<file path="config.mk">
export PLATFORM = sky130hd
export DESIGN_NAME = cmt_timer
export DESIGN_NICKNAME = d
export VERILOG_FILES = /design/src/rtl/cmt_pkg.sv /design/src/rtl/cmt_prescaler.sv /design/src/rtl/cmt_count_core.sv /design/src/rtl/cmt_channel.sv /design/src/rtl/cmt_timer.sv
export SDC_FILE = /design/constraint.sdc
export NUM_CORES = 1
export LEC_CHECK = 0
export ABC_AREA = 1
export ABC_CLOCK_PERIOD_IN_PS = 5350
export BUFFER_PORTS_ARGS = -buffer_cell sky130_fd_sc_hd__buf_2
export CAP_MARGIN = 20
export CORE_ASPECT_RATIO = 0.75
export CORE_MARGIN = 2
export CORE_UTILIZATION = 66
export DETAILED_ROUTE_END_ITERATION = 6
export PLACE_DENSITY = 0.9
export SLEW_MARGIN = 5
export SYNTH_ARGS = -nofsm -noshare
export SYNTH_HDL_FRONTEND = slang
export SYNTH_SLANG_ARGS = --single-unit
</file>
<file path="constraint.sdc">
create_clock -name clk -period 5.35 [get_ports clk]
set_input_delay 0.535 -clock clk [delete_from_list [all_inputs] [get_ports clk]]
set_output_delay 0.535 -clock clk [all_outputs]
set_load 0.005 [all_outputs]
</file>
<file path="src/rtl/cmt_pkg.sv">
package cmt_pkg;

  localparam int PRE_W    = 9;
  localparam int CTRL_W   = 16;
  localparam int IE_BIT   = 6;
  localparam int FLAG_N   = 7;
  localparam int FLAG_W   = 15;
  localparam int WRAP_BIT = 14;

  typedef enum logic [1:0] {
    DIV8   = 2'd0,
    DIV32  = 2'd1,
    DIV128 = 2'd2,
    DIV512 = 2'd3
  } presel_e;

  typedef enum logic [1:0] {
    RG_CTRL = 2'd0,
    RG_CNT  = 2'd1,
    RG_CMP  = 2'd2,
    RG_NONE = 2'd3
  } reg_e;

  // terminal prescaler count for a selection: (8 << 2*sel) - 1
  function automatic logic [PRE_W-1:0] div_last(input presel_e s);
    logic [PRE_W:0] full;
    full = (10'd8 << (2 * int'(s))) - 10'd1;
    return full[PRE_W-1:0];
  endfunction

endpackage

</file>
<file path="src/rtl/cmt_prescaler.sv">
module cmt_prescaler
  import cmt_pkg::*;
(
  input  logic    clk,
  input  logic    rst_n,
  input  logic    run,
  input  presel_e sel,
  output logic    tick
);

  logic [PRE_W-1:0] pcnt_q;
  presel_e          sel_q;
  logic             at_last;
  logic             sel_same;

  assign at_last  = (pcnt_q == div_last(sel));
  assign sel_same = (sel == sel_q);
  assign tick     = run && sel_same && at_last;

  always_ff @(posedge clk) begin
    if (!rst_n) begin
      pcnt_q <= '0;
      sel_q  <= DIV8;
    end else begin
      sel_q <= sel;
      if (!run || !sel_same || at_last) pcnt_q <= '0;
      else                              pcnt_q <= pcnt_q + 1'b1;
    end
  end


  tick_spacing_chk: assert property (@(posedge clk) disable iff (!rst_n)
    tick |=> !tick);


  stop_clears_chk: assert property (@(posedge clk) disable iff (!rst_n)
    !run |=> (pcnt_q == '0));

endmodule

</file>
<file path="src/rtl/cmt_count_core.sv">
module cmt_count_core #(
  parameter int W = 16
) (
  input  logic         clk,
  input  logic         rst_n,
  input  logic         tick,
  input  logic         slow_tick,
  input  logic         ld_req,
  input  logic [W-1:0] ld_val,
  input  logic [W-1:0] cmp,
  output logic [W-1:0] cnt,
  output logic         match_evt,
  output logic         wrap_evt
);

  logic [W-1:0] cnt_q;
  logic [W-1:0] pend_val_q;
  logic         pend_q;
  logic         seen_one_q;
  logic         ld_fire;

  assign ld_fire   = pend_q && slow_tick && seen_one_q && !ld_req;
  assign match_evt = tick && !ld_fire && (cnt_q == cmp);
  assign wrap_evt  = tick && !ld_fire && (cnt_q != cmp) && (&cnt_q);
  assign cnt       = cnt_q;

  // pending load: wait for two slow strobes
  always_ff @(posedge clk) begin
    if (!rst_n) begin
      pend_q     <= 1'b0;
      seen_one_q <= 1'b0;
      pend_val_q <= '0;
    end else if (ld_req) begin
      pend_q     <= 1'b1;
      seen_one_q <= 1'b0;
      pend_val_q <= ld_val;
    end else if (pend_q && slow_tick) begin
      if (seen_one_q) begin
        pend_q     <= 1'b0;
        seen_one_q <= 1'b0;
      end else begin
        seen_one_q <= 1'b1;
      end
    end
  end

  always_ff @(posedge clk) begin
    if (!rst_n)         cnt_q <= '0;
    else if (ld_fire)   cnt_q <= pend_val_q;
    else if (match_evt) cnt_q <= '0;
    else if (tick)      cnt_q <= cnt_q + 1'b1;
  end


  wrap_to_zero_chk: assert property (@(posedge clk) disable iff (!rst_n)
    match_evt |=> (cnt_q == '0));


  load_pending_chk: assert property (@(posedge clk) disable iff (!rst_n)
    ld_req |=> (pend_q && !seen_one_q));


  load_value_chk: assert property (@(posedge clk) disable iff (!rst_n)
    ld_fire |=> (cnt_q == $past(pend_val_q)));


  hold_when_idle_chk: assert property (@(posedge clk) disable iff (!rst_n)
    (!tick && !ld_fire) |=> $stable(cnt_q));

endmodule

</file>
<file path="src/rtl/cmt_channel.sv">
module cmt_channel
  import cmt_pkg::*;
#(
  parameter bit WIDE = 1'b0
) (
  input  logic        clk,
  input  logic        rst_n,
  input  logic        run,
  input  logic        slow_tick,
  input  logic        wr_ctrl,
  input  logic        wr_cnt,
  input  logic        wr_cmp,
  input  logic [31:0] wdata,
  output logic [31:0] ctrl_rd,
  output logic [31:0] cnt_rd,
  output logic [31:0] cmp_rd,
  output logic        irq
);

  localparam int W    = WIDE ? 32 : 16;
  localparam int FBIT = WIDE ? FLAG_W : FLAG_N;
  localparam logic [CTRL_W-1:0] PLAIN_MASK = WIDE ? 16'h3FFF : 16'h007F;

  logic [CTRL_W-1:0] ctrl_q;
  logic [W-1:0]      cmp_q;
  logic [W-1:0]      cnt;
  logic              match_flag_q;
  logic              wrap_flag;
  logic              tick;
  logic              match_evt;
  logic              wrap_evt;
  presel_e           sel;

  assign sel = presel_e'(ctrl_q[1:0]);

  cmt_prescaler u_pre (
    .clk   (clk),
    .rst_n (rst_n),
    .run   (run),
    .sel   (sel),
    .tick  (tick)
  );

  cmt_count_core #(.W(W)) u_core (
    .clk       (clk),
    .rst_n     (rst_n),
    .tick      (tick),
    .slow_tick (slow_tick),
    .ld_req    (wr_cnt),
    .ld_val    (wdata[W-1:0]),
    .cmp       (cmp_q),
    .cnt       (cnt),
    .match_evt (match_evt),
    .wrap_evt  (wrap_evt)
  );

  always_ff @(posedge clk) begin
    if (!rst_n) begin
      ctrl_q <= '0;
      cmp_q  <= '1;
    end else begin
      if (wr_ctrl) ctrl_q <= wdata[CTRL_W-1:0] & PLAIN_MASK;
      if (wr_cmp)  cmp_q  <= wdata[W-1:0];
    end
  end

  always_ff @(posedge clk) begin
    if (!rst_n) match_flag_q <= 1'b0;
    else        match_flag_q <= (wr_ctrl ? (match_flag_q & wdata[FBIT]) : match_flag_q)
                                | match_evt;
  end

  generate
    if (WIDE) begin : g_wrap
      logic wrap_flag_q;
      always_ff @(posedge clk) begin
        if (!rst_n) wrap_flag_q <= 1'b0;
        else        wrap_flag_q <= (wr_ctrl ? (wrap_flag_q & wdata[WRAP_BIT]) : wrap_flag_q)
                                   | wrap_evt;
      end
      assign wrap_flag = wrap_flag_q;
    end else begin : g_nowrap
      assign wrap_flag = 1'b0;
    end
  endgenerate

  always_comb begin
    ctrl_rd           = 32'(ctrl_q);
    ctrl_rd[FBIT]     = match_flag_q;
    if (WIDE) ctrl_rd[WRAP_BIT] = wrap_flag;
  end

  assign cnt_rd = 32'(cnt);
  assign cmp_rd = 32'(cmp_q);
  assign irq    = ctrl_q[IE_BIT] && (match_flag_q || wrap_flag);


  match_sets_flag_chk: assert property (@(posedge clk) disable iff (!rst_n)
    match_evt |=> match_flag_q);


  write_clears_flag_chk: assert property (@(posedge clk) disable iff (!rst_n)
    (wr_ctrl && !wdata[FBIT] && !match_evt) |=> !match_flag_q);


  write_never_sets_chk: assert property (@(posedge clk) disable iff (!rst_n)
    (!match_flag_q && !match_evt) |=> !match_flag_q);


  irq_needs_enable_chk: assert property (@(posedge clk) disable iff (!rst_n)
    irq |-> ctrl_rd[IE_BIT]);

endmodule

</file>
<file path="src/rtl/cmt_timer.sv">
module cmt_timer
  import cmt_pkg::*;
#(
  parameter int              NUM_CH    = 2,
  parameter logic [NUM_CH-1:0] WIDE_MASK = 2'b10,
  parameter int              ADDR_W    = 8
) (
  input  logic              clk,
  input  logic              rst_n,
  input  logic              slow_tick,
  input  logic              wr_en,
  input  logic [ADDR_W-1:0] addr,
  input  logic [31:0]       wdata,
  output logic [31:0]       rdata,
  output logic [NUM_CH-1:0] irq
);

  localparam int IDX_W = ADDR_W - 2;

  logic [NUM_CH-1:0] start_q;
  logic [NUM_CH-1:0] hit;
  logic [31:0]       ctrl_rd [NUM_CH];
  logic [31:0]       cnt_rd  [NUM_CH];
  logic [31:0]       cmp_rd  [NUM_CH];
  reg_e              rsel;
  logic              start_hit;

  assign rsel      = reg_e'(addr[1:0]);
  assign start_hit = (addr == '0);

  always_ff @(posedge clk) begin
    if (!rst_n)                  start_q <= '0;
    else if (wr_en && start_hit) start_q <= wdata[NUM_CH-1:0];
  end

  generate
    for (genvar c = 0; c < NUM_CH; c++) begin : g_ch
      assign hit[c] = (addr[ADDR_W-1:2] == IDX_W'(c + 1));

      cmt_channel #(.WIDE(WIDE_MASK[c])) u_ch (
        .clk       (clk),
        .rst_n     (rst_n),
        .run       (start_q[c]),
        .slow_tick (slow_tick),
        .wr_ctrl   (wr_en && hit[c] && rsel == RG_CTRL),
        .wr_cnt    (wr_en && hit[c] && rsel == RG_CNT),
        .wr_cmp    (wr_en && hit[c] && rsel == RG_CMP),
        .wdata     (wdata),
        .ctrl_rd   (ctrl_rd[c]),
        .cnt_rd    (cnt_rd[c]),
        .cmp_rd    (cmp_rd[c]),
        .irq       (irq[c])
      );
    end
  endgenerate

  always_comb begin
    rdata = '0;
    if (start_hit) rdata = 32'(start_q);
    for (int c = 0; c < NUM_CH; c++) begin
      if (hit[c]) begin
        case (rsel)
          RG_CTRL: rdata = ctrl_rd[c];
          RG_CNT:  rdata = cnt_rd[c];
          RG_CMP:  rdata = cmp_rd[c];
          default: rdata = '0;
        endcase
      end
    end
  end


  start_write_chk: assert property (@(posedge clk) disable iff (!rst_n)
    (wr_en && start_hit) |=> (start_q == $past(wdata[NUM_CH-1:0])));


  start_hold_chk: assert property (@(posedge clk) disable iff (!rst_n)
    !(wr_en && start_hit) |=> $stable(start_q));

endmodule

</file>
Word level (Yosys, flattened, before mapping)
Index checks and enable logic that the tools add are counted.

Input bits: 44. Flip-flop bits (word level): 196.

Equal/unequal tests: 11. Shifts and indexed selects: 2. Reduce and logical (&&, ||, !) cells: 55. Bitwise operators: 7. Add/subtract/negate cells: 6. Mux-type cells: 22.

Operators by type and width (number): $mux 32 (5); $pmux 32 s3 (1); $mux 16 (3); $pmux 16 s3 (1); $add 32x1->32 const B (1); $eq 32x32->1 (1); $ne 32x32->1 (1); $reduce_and 32->1 (1); $logic_and 1x1->1 (27); $add 9x1->9 const B (2); $eq 9x9->1 (2); $shl 4x3->9 const A (2); $sub 9x1->9 const B (2); $add 16x1->16 const B (1); $eq 16x16->1 (1); $mux 1 (11); $logic_not 1->1 (8); $logic_not 8->1 (1); $reduce_bool 2->1 (4); $reduce_or 2->1 (4); $eq 6x1->1 const B (1); $eq 6x2->1 const B (1); $reduce_bool 3->1 (2); $logic_or 1x1->1 (5); other kinds (9) (15).

Longest topological paths before layout
Gate-level depths: netlist of the first run.

Depth after elaboration: 10. Gate-level depth with buffers: 15.

Cells and area by module
From an unflattened synthesis of the first run, not the netlist that was laid out.

Cell total of the unflattened synthesis: 1995. Area, all modules: 12584.6 µm².

Modules (own cells, without submodules): cmt_count_core at g_ch[1].u_ch.u_core (cells an instance 659, sequential area each 1321.3 µm², instances 1, area an instance 4199.0 µm²); cmt_count_core at g_ch[0].u_ch.u_core (cells an instance 334, sequential area each 680.7 µm², instances 1, area an instance 2174.6 µm²); cmt_channel at g_ch[1].u_ch (cells an instance 230, sequential area each 960.9 µm², instances 1, area an instance 1810.5 µm²); cmt_timer (cells an instance 419, sequential area each 40.0 µm², instances 1, area an instance 1799.2 µm²); cmt_prescaler (cells an instance 94, sequential area each 220.2 µm², instances 2, area an instance 658.1 µm²); cmt_channel at g_ch[0].u_ch (cells an instance 165, sequential area each 480.5 µm², instances 1, area an instance 1285.0 µm²).

Worst setup path after synthesis of the first run
OpenSTA, ideal clock, no wires.

Kind: in2out. Start: input port addr[7]. End: output port rdata[12]. Data required time: 4815 ps. Stages: 8. Data arrival time: 1589 ps. Slack: 3226 ps. Cells stage by stage: nor2_4 > nand2_2 > nor2_4 > inv_2 > a21oi_1 > inv_1 > clkbuf_1 > o21ai_0.

Cells in the longest elaborated chain, start to end: 3.

RTL lines: from (decl) (RTL line cmt_timer.sv:12) `input logic [ADDR_W-1:0] addr,`; $eq 6x1->1 (RTL line cmt_timer.sv:38) `assign hit[c] = (addr[ADDR_W-1:2] == IDX_W'(c + 1));`; $mux 32 (RTL line cmt_timer.sv:61) `if (hit[c]) begin`; $mux 32 (*) (RTL line cmt_timer.sv:61); to (decl) (RTL line cmt_timer.sv:14) `output logic [31:0] rdata,`.

Mark *: on every way between the ends. The rest lies on a longest branch, timed or not.

Final worst setup path of the first run
Start: input port addr[1]. End: register g_ch[1].u_ch.u_core.pend_val_q[10].

Cells in the longest elaborated chain, start to end: 2.

RTL lines: $eq 2x1->1 (RTL line cmt_timer.sv:46) `.wr_cnt (wr_en && hit[c] && rsel == RG_CNT),`; $logic_and 1x1->1 (RTL line cmt_timer.sv:46); to (signal assigned) (RTL line cmt_count_core.sv:36) `pend_val_q <= ld_val;`; to (decl) (RTL line cmt_count_core.sv:17) `logic [W-1:0] pend_val_q;`.

No other way between the ends. A chain may end at the register's enable or synchronous reset.

==> results.py, run 1 <==
metrics = {
    "pwr": {
        "leakagePower_nw": 5.226,
        "power_density_nw_per_um2": 249.4,
        "total_power_mw": 2.891,
        "ir_drop_mv": 0.2283,
    },
    "drt": {
        "initialDrtViolationCount": 1460,
        "drc": 0,
        "drtAntennaViolNets": 0,
        "viasPerCell": 5.856,
        "routed_wirelength_mm": 29.73,
        "routedWlPerCell_um": 15.95,
        "firstDrtPassIters": 6,
        "num_vias": 10920,
    },
    "floorplanning": {
        "rows": 40,
        "pin_count": 78,
        "dieArea_sq_um": 17130,
        "die_w_um": 150.5,
        "initial_core_util": 0.6692,
        "core_area_sq_um": 15870,
        "die_h_um": 113.8,
    },
    "timing": {
        "hold_viol": 0,
        "finalSetupTns_ps": 0,
        "rsz0062_at_grt": "no",
        "fin_worst_skew_ps": 10.17,
        "period_needed_ps": 3010,
        "slew_violations": 0,
        "period_share": 0.5625,
        "finalSetupViolCount": 0,
        "setup_ws_ps": 2340,
        "fmaxAchievable_ghz": 0.3323,
        "max_slew_margin": 0.3388,
        "worst_pin_slew_ps": 988.1,
    },
    "clock_network": {
        "cts_made_buffers": 17,
        "cts_resized": 0,
        "clock_latency_ps": 440,
        "clk_pin_slew_ps": 70,
        "cts_hold_buf": 0,
        "htree_num_levels": 4,
        "clk_path_buf_depth": 2,
        "cts_setup_buffers": 0,
        "cts.sinks": 196,
        "cts_tree": "yes",
        "cts_root_buf": "clkbuf_16",
    },
    "finish": {
        "final_nets": 1691,
        "finish.instance_area_sq_um": 11590,
        "diodes": 0,
        "drive_above_1_share": 0.08767,
        "final_common_cell": "nand2_1",
        "final_cell_mix": "439 x nand2_1, 214 x inv_1, 196 x dfxtp_1",
        "syn_to_final_growth_pct": 9.169,
    },
    "synth": {
        "synthXorXnorAreaFrac": 0.04702,
        "synth_mux_area_frac": 0,
        "synth-main-ff-cell": "dfxtp_1",
        "syn_area_per_cell_sq_um": 6.574,
        "synth_compound_area_frac": 0.1886,
        "synthDistinctLibCells": 42,
        "syn_area_sq_um": 10620,
        "synthArstFlopShare": 0,
        "synthSimpleGateAreaFrac": 0.2794,
        "syn-instance-count": 1615,
        "synth_top_family_by_area": "simple AND/OR/NAND/NOR gates",
        "ys.warnings.count": 0,
        "synth_seq_cells": 196,
        "synth-seq-area-share": 0.3696,
        "synth_edf_count": 0,
        "synth_fa_ha_area_frac": 0.005893,
        "syn_nets": 1664,
    },
    "global_route": {
        "antenna_found_initial": 0,
        "grt_start_max_net_pins": 68,
        "track_usage": 0.3549,
        "grt_pass1_vias": 9940,
        "grt_pass1_wl_mm": 48.71,
        "gr-total-overflow": 0,
    },
    "hold_path": {
        "hold_class": "input pin to register",
    },
    "placement": {
        "dp_hpwl_mm": 20.46,
        "post_dp_cell_area_sq_um": 11000,
        "place.gp.congestion": 0.9676,
        "io_buffers": 77,
        "pre_cts_ws_ps": 1976,
    },
    "critical_path": {
        "cp.arrival_ps": 3320,
        "critPathLaunchType": "input pin",
        "crit_chain": "buf_2, inv_1, nand2_4, clkinv_2, nand3_4, clkinv_1, buf_4, o21ai_0, a21oi_1",
        "crit_type": "input pin to register",
        "worst_setup_path_end_kind": "register",
        "crit_family": "buffers and inverters",
        "cp_num_buf_inv": 5,
        "cp_slowest_cell": "clkinv_1",
        "crit_required_ps": 5660,
        "worst_path_largest_cell_delay_ps": 670,
        "path_max_fanout": 33,
    },
    "run": {
        "maxCapViolCount": 0,
    },
    "run_status": {
        "status": "complete, no violations",
    },
}
[final timing paths]
| kind | startpoint | slack (ps) | to | cells after the start |
|---|---|---|---|---|
| max | addr[1] | 2340 | g_ch[1].u_ch.u_core.pend_val_q[10] | 9 |
| min | wdata[29] | 350 | g_ch[1].u_ch.u_core.pend_val_q[29] | 3 |
| max reg2reg | g_ch[1].u_ch.ctrl_q[0] | 2420 | g_ch[1].u_ch.u_core.cnt[10] | 11 |
| min reg2reg | g_ch[1].u_ch.u_pre.pcnt_q[0] | 450 | g_ch[1].u_ch.u_pre.pcnt_q[0] | 1 |
[metrics by stage]
step           hold WS [ps]  instances  utilization
3_3_place_gp          430.4       1833       0.6932
5_1_grt               347.4       1864       0.7305
3_5_place_dp          443.4       1833       0.6932
4_1_cts               339.4       1864       0.7305
2_1_floorplan         417.6       1615            -
6_report              349.4       1864       0.7305
[metal layers]
metal	share of wire	track usage	wire length [um]
met5	0	0	0
met4	0.014	0.09434	404
met3	0.12	0.08000	3505
met2	0.44	0.5376	12990
met1	0.43	0.5112	12830
[worst min-delay path, cell delays in order]
cell	delay, ps
buf_2	70
inv_1	40
a21oi_1	100
[final cells by class]
type | instances | area, sq um
Clock buffer | 17 | 425.4
Clock inverter | 14 | 166.4
Fill cell | 1303 | 4275
Inverter | 221 | 830.8
Multi-Input combinational cell | 1122 | 5540
Sequential cell | 196 | 3924
Tap cell | 210 | 262.8
Timing Repair Buffer | 84 | 440.4
[cell families (layout without fill, tap and decap cells)]
| kind of cell | after synthesis | count (layout) |
|---|---|---|
| AOI/OAI and AO/OA | 361 | 361 |
| xor gates and xnor gates | 57 | 57 |
| adders and majority gates | 5 | 5 |
| buffers and inverters | 297 | 336 |
| DFF | 196 | 196 |
| and+or+nand+nor | 699 | 699 |
[cell usage after synthesis, types with 3 or more instances]
master    instances  share of area
o21a_1            3         0.0021
a31oi_1           6         0.0035
clkbuf_1         51          0.018
inv_1           214          0.076
nand2_1         439           0.16
xnor2_1          19          0.016
nor2_4            7         0.0074
ha_1              5         0.0059
xor2_1           38          0.031
nand4_1          30          0.018
o21ai_0         116          0.055
buf_2            16         0.0075
buf_1             4         0.0014
nor3_1           13         0.0061
inv_2             4         0.0014
a21oi_1         156          0.074
o22ai_1          24          0.014
o211ai_1         44          0.031
dfxtp_1         196           0.37
nand3_1          69          0.033
a22o_1            3         0.0025
nor2_2            3         0.0018
a221oi_1          4         0.0033
buf_4             3         0.0021
nor2_1          121          0.043
[registers in the layout (all words and copies together) (netlist names)]
signal                        flops
g_ch.u_ch.cmp_q                  16
g_ch.u_ch.match_flag_q            2
g_ch.u_ch.u_core.pend_q           2
g_ch.u_ch.cmp_rd                 32
g_ch.u_ch.ctrl_q                 21
g_ch.u_ch.u_core.seen_one_q       2
g_ch.u_ch.u_core.pend_val_q      48
g_ch.u_ch.g_wrap.wrap_flag_q      1
g_ch.u_ch.u_pre.sel_q             4
g_ch.u_ch.u_pre.pcnt_q           18
g_ch.u_ch.u_core.cnt             48
start_q                           2
[where the power goes]
part / switching, mW / internal, mW
sequential: 0.00169 / 1.46
clock: 0.612 / 0.704
combinational: 0.0838 / 0.0301
total: 0.698 / 2.19
Power figures use the tool's default switching activity.
==> run 2, diff against run 1 <==
- ABC_CLOCK_PERIOD_IN_PS: 5350 -> 2700
- CORE_UTILIZATION: 66 -> 55
- PLACE_DENSITY: 0.9 -> 0.81
- clock period: 5.35 -> 2.7 ns (I/O delays scaled with it)
==> run 2 against run 1 <==
Net effect:
- critical path depth is the same
- flip-flop and latch count unchanged
- sequential share of layout area down 0.49 points
- final area rose by 1.5%
==> results.py, run 2 (synthesis gave the netlist of run 1 again) <==
metrics = {
    "clock_network": {
        "htree_num_levels": 4,
        "cts_resized": 0,
        "clk_pin_slew_ps": 70,
        "clock_latency_ps": 440,
        "cts_tree": "yes",
        "cts_root_buf": "clkbuf_16",
        "cts_hold_buf": 0,
        "cts_setup_buffers": 0,
        "clk_path_buf_depth": 2,
        "cts_made_buffers": 17,
        "cts.sinks": 196,
    },
    "timing": {
        "hold_ws_ps": 83.36,
        "finalSetupViolCount": 0,
        "slew_violations": 0,
        "setup_ws_ps": 416.2,
        "rsz0062_at_grt": "no",
        "period_needed_ps": 2284,
        "fmaxAchievable_ghz": 0.4379,
        "max_slew_margin": 0.5098,
        "period_share": 0.8459,
        "worst_pin_slew_ps": 732.1,
        "finalSetupTns_ps": 0,
        "fin_worst_skew_ps": 9.326,
        "hold_viol": 0,
    },
    "drt": {
        "initialDrtViolationCount": 1146,
        "viasPerCell": 5.573,
        "drc": 0,
        "routed_wirelength_mm": 30.05,
        "drtAntennaViolNets": 0,
        "routedWlPerCell_um": 15.68,
        "firstDrtPassIters": 6,
        "num_vias": 10680,
    },
    "critical_path": {
        "critPathLaunchType": "input pin",
        "crit_required_ps": 2430,
        "crit_family": "buffers and inverters",
        "cp_slowest_cell": "o221ai_1",
        "worst_path_largest_cell_delay_ps": 340,
        "path_max_fanout": 18,
        "cp_num_buf_inv": 4,
        "crit_chain": "buf_2, nor2_4, nand2_2, nor2_4, inv_2, a21oi_1, inv_1, o221ai_1, buf_2",
        "cp.arrival_ps": 2010,
        "crit_type": "input pin to primary output",
        "rrSetupSlack_ps": 520,
        "worst_setup_path_end_kind": "primary output",
    },
    "global_route": {
        "grt_pass1_vias": 9748,
        "grt_pass1_wl_mm": 49.04,
        "track_usage": 0.2977,
        "gr-total-overflow": 0,
        "grt_start_max_net_pins": 75,
        "antenna_found_initial": 0,
    },
    "finish": {
        "final_common_cell": "nand2_1",
        "final_nets": 1705,
        "syn_to_final_growth_pct": 10.76,
        "diodes": 0,
        "finish.instance_area_sq_um": 11760,
        "drive_above_1_share": 0.09467,
        "final_cell_mix": "439 x nand2_1, 214 x inv_1, 196 x dfxtp_1",
    },
    "floorplanning": {
        "die_w_um": 164.4,
        "initial_core_util": 0.5670,
        "pin_count": 78,
        "rows": 43,
        "dieArea_sq_um": 20440,
        "die_h_um": 124.3,
        "core_area_sq_um": 18720,
    },
    "pwr": {
        "power_switching_mw": 1.334,
        "power_frac_comb": 0.041,
        "leakagePower_nw": 5.288,
        "power_density_nw_per_um2": 479.8,
        "intPower_mw": 4.309,
        "total_power_mw": 5.642,
        "pwr-share-seq": 0.513,
        "p_sw_frac": 0.2364,
        "ir_drop_mv": 0.3832,
        "clockPowerShare": 0.446,
    },
    "run_status": {
        "status": "complete, no violations",
    },
    "hold_path": {
        "hold_class": "input pin to register",
    },
    "placement": {
        "io_buffers": 77,
        "post_dp_cell_area_sq_um": 11190,
        "place.gp.congestion": 0.9723,
        "dp_hpwl_mm": 21.16,
        "pre_cts_ws_ps": 424.0,
    },
    "run": {
        "maxCapViolCount": 0,
    },
}
run 2: cell count changes in the layout (fill, tap and decap cells not counted), moves of 2 or more:
cell / before / now
clkinvlp_4: 0 / 3
inv_8: 2 / 0
buf_12: 0 / 3
inv_6: 6 / 2
clkbuf_8: 0 / 3
clkbuf_1: 0 / 2
buf_4: 8 / 19
run 2: layout make-up:
| cell class | instances | area (sq um) |
|---|---|---|
| clock inverters | 10 | 97.59 |
| multi-input cells | 1122 | 5540 |
| fillers | 1748 | 6964 |
| clock buffers | 22 | 474.2 |
| well taps | 247 | 309.0 |
| repair buffers | 98 | 583.1 |
| flip-flops and latches | 196 | 3924 |
| inverters | 221 | 830.8 |
run 2: power by group through the flow:
stage	registers (mW)	logic, mW	clock network (mW)
6_report	2.90	0.232	2.51
5_1_grt	2.90	0.252	2.63
4_1_cts	2.90	0.230	2.52
3_5_place_dp	2.96	0.229	0
3_3_place_gp	2.96	0.226	0
2_1_floorplan	2.96	0.127	0
run 2: worst register-to-register path, cell delays in order (launching register included):
cell and delay [ps]:
dfxtp_1 370, nor2_1 150, inv_1 70, ha_1 300, xnor2_1 130, nor2_1 160
nand3_2 130, nor2_4 340, nand2_1 220, nor2_1 140, o21a_1 120
run 2: final timing paths:
kind | from | endpoint | cells past startpoint
worst max register to register | g_ch[0].u_ch.ctrl_q[0] | g_ch[0].u_ch.u_core.cnt[6] | 10
worst min-delay path | wdata[31] | g_ch[1].u_ch.u_core.pend_val_q[31] | 3
worst min register to register | g_ch[1].u_ch.u_pre.pcnt_q[0] | g_ch[1].u_ch.u_pre.pcnt_q[0] | 1
worst max-delay path | addr[7] | rdata[1] | 9
run 2: routing by layer:
layer / global-route usage / wire length (um) / vias up
li1: - / - / 5306
met3: 0.04462 / 2572 / 33
met1: 0.4454 / 14140 / 4910
met2: 0.4430 / 12900 / 428
met4: 0.08491 / 428 / 0
met5: 0 / 0 / -
run 2: through the flow:
stage	util	cells
finish	0.6280	1916
global route	0.6280	1916
CTS	0.6280	1916
detailed placement	0.5975	1884
global placement	0.5975	1884
floorplan	-	1615
==> run 3, diff against run 2 <==
- ABC_CLOCK_PERIOD_IN_PS: 2700 -> 1950
- clock period: 2.7 -> 1.95 ns (I/O delays scaled with it)
==> run 3 against run 2 <==
Net effect:
- non-clock buffer count up 102
- critical endpoint is now g_ch[1].u_ch.u_core.cnt[15]
- via count up 6.4%
- clock-buffer cell count up 1
- highest routed layer unchanged
- largest power group unchanged
- critical path type is now register to register
==> results.py, run 3 (synthesis gave the netlist of run 1 again) <==
metrics = {
    "placement": {
        "dp_hpwl_mm": 22.42,
        "dp.cells": 1973,
        "io_buffers": 77,
        "place.gp.congestion": 0.9470,
        "post_dp_cell_area_sq_um": 11910,
        "pre_cts_ws_ps": -335.1,
    },
    "critical_path": {
        "critPathLaunchType": "register",
        "rrSetupSlack_ps": 40,
        "worst_setup_path_end_kind": "register",
        "rr_startpoint": "g_ch[1].u_ch.ctrl_q[0]",
        "path_max_fanout": 6,
        "cp.arrival_ps": 2280,
        "crit_type": "register to register",
        "crit_required_ps": 2320,
        "reg2reg_to": "g_ch[1].u_ch.u_core.cnt[15]",
        "rr_worst_depth": 9,
    },
    "timing": {
        "finalSetupTns_ps": 0,
        "period_needed_ps": 1909,
        "worst_pin_slew_ps": 438.9,
        "fin_worst_skew_ps": 10.65,
        "hold_ws_ps": 6.877,
        "hold_viol": 0,
        "fmaxAchievable_ghz": 0.5238,
        "period_share": 0.9790,
        "setup_ws_ps": 40.87,
        "max_slew_margin": 0.7074,
        "rsz0062_at_grt": "yes",
        "finalSetupViolCount": 0,
        "slew_violations": 0,
    },
    "hold_path": {
        "min_path_cells": 3,
        "hold-path-endpoint": "g_ch[1].u_ch.u_core.pend_val_q[17]",
        "hold_class": "input pin to register",
        "hold_start": "wdata[17]",
    },
    "clock_network": {
        "cts_root_buf": "clkbuf_16",
        "clock_latency_ps": 450,
        "clk_path_buf_depth": 2,
        "cts.sinks": 196,
        "cts_tree": "yes",
        "clk_pin_slew_ps": 70,
        "cts_made_buffers": 17,
        "htree_num_levels": 4,
    },
    "finish": {
        "diodes": 0,
        "final_cells": 2020,
        "final_cell_mix": "431 x nand2_1, 209 x inv_1, 182 x dfxtp_1",
        "syn_to_final_growth_pct": 21.07,
        "drive_above_1_share": 0.1737,
        "final_nets": 1809,
        "final_common_cell": "nand2_1",
        "nFillCells": 1568,
        "finish.instance_area_sq_um": 12850,
        "fin_util": 0.6865,
    },
    "global_route": {
        "grt_pass1_vias": 9975,
        "track_usage": 0.3162,
        "antenna_found_initial": 0,
        "gr-total-overflow": 0,
        "grt_pass1_wl_mm": 51.36,
        "grt_start_max_net_pins": 75,
    },
    "floorplanning": {
        "initial_core_util": 0.5670,
        "dieArea_sq_um": 20440,
        "core_area_sq_um": 18720,
        "rows": 43,
        "die_h_um": 124.3,
        "pin_count": 78,
        "die_w_um": 164.4,
    },
    "pwr": {
        "ir_drop_mv": 0.4683,
        "leakagePower_nw": 5.870,
        "total_power_mw": 8.126,
        "power_density_nw_per_um2": 632.2,
    },
    "run_status": {
        "status": "complete, no violations",
    },
    "drt": {
        "firstDrtPassIters": 6,
        "initialDrtViolationCount": 1423,
        "drc": 0,
        "drtAntennaViolNets": 0,
        "num_vias": 11360,
        "routed_wirelength_mm": 32.98,
        "routedWlPerCell_um": 16.32,
        "viasPerCell": 5.624,
    },
    "run": {
        "maxCapViolCount": 0,
    },
}
## run 3: layout make-up
type	count	area [sq um]	area share
multi-input combinational	1124	5709	0.4442
sequential	196	3944	0.3068
timing repair buffer	200	1431	0.1114
inverter	221	837.1	0.06512
clock buffer	23	508.0	0.03952
tap	247	309.0	0.02404
clock inverter	9	115.1	0.008955
## run 3: worst max-delay path by stage
stage | start | end | slack (ps) | cells after the start
finish | g_ch[1].u_ch.ctrl_q[0] | g_ch[1].u_ch.u_core.cnt[15] | 40 | 9
global route | g_ch[1].u_ch.u_pre.pcnt_q[0] | g_ch[1].u_ch.u_core.cnt[14] | -20 | 11
CTS | g_ch[0].u_ch.u_pre.pcnt_q[0] | g_ch[0].u_ch.u_core.cnt[0] | 9 | 10
detailed placement | g_ch[1].u_ch.u_pre.pcnt_q[0] | g_ch[1].u_ch.u_core.cnt[24] | -340 | 11
global placement | g_ch[1].u_ch.u_pre.pcnt_q[0] | g_ch[1].u_ch.u_core.cnt[24] | -250 | 11
floorplan | g_ch[0].u_ch.ctrl_q[0] | g_ch[0].u_ch.u_core.cnt[6] | 90 | 10
## run 3: where the power goes
part	switching [mW]	internal, mW	total (mW)
Sequential	0.00430	4.00	4.01
Clock	1.64	2.11	3.76
Combinational	0.249	0.114	0.363
Total	1.90	6.23	8.13
## run 3: layer usage
metal / global-route usage / wire length [um] / up-vias
met5: 0 / 0 / -
met2: 0.4531 / 14010 / 589
met1: 0.4781 / 14810 / 5206
li1: - / - / 5515
met3: 0.06793 / 3632 / 51
met4: 0.08184 / 517 / 0
## run 3: worst max-delay path: stages (launching register included)
cell,delay (ps)
dfxtp_2,360
nor2_2,210
nand2_1,100
a21oi_2,180
nand2_2,90
nor2_4,150
nand3_4,170
nor2_4,310
nand2_2,90
a21oi_1,180
## run 3: timing repair
action | 4_1_cts | 5_1_grt
endpoints found under the hold margin | 3 | 0
pin swaps | 8 | 14
cloned | 3 | 0
setup buffers | 3 | 6
endpoints found under the setup margin | 38 | 61
hold buffers | 3 | 0
gates resized for setup | 17 | 55
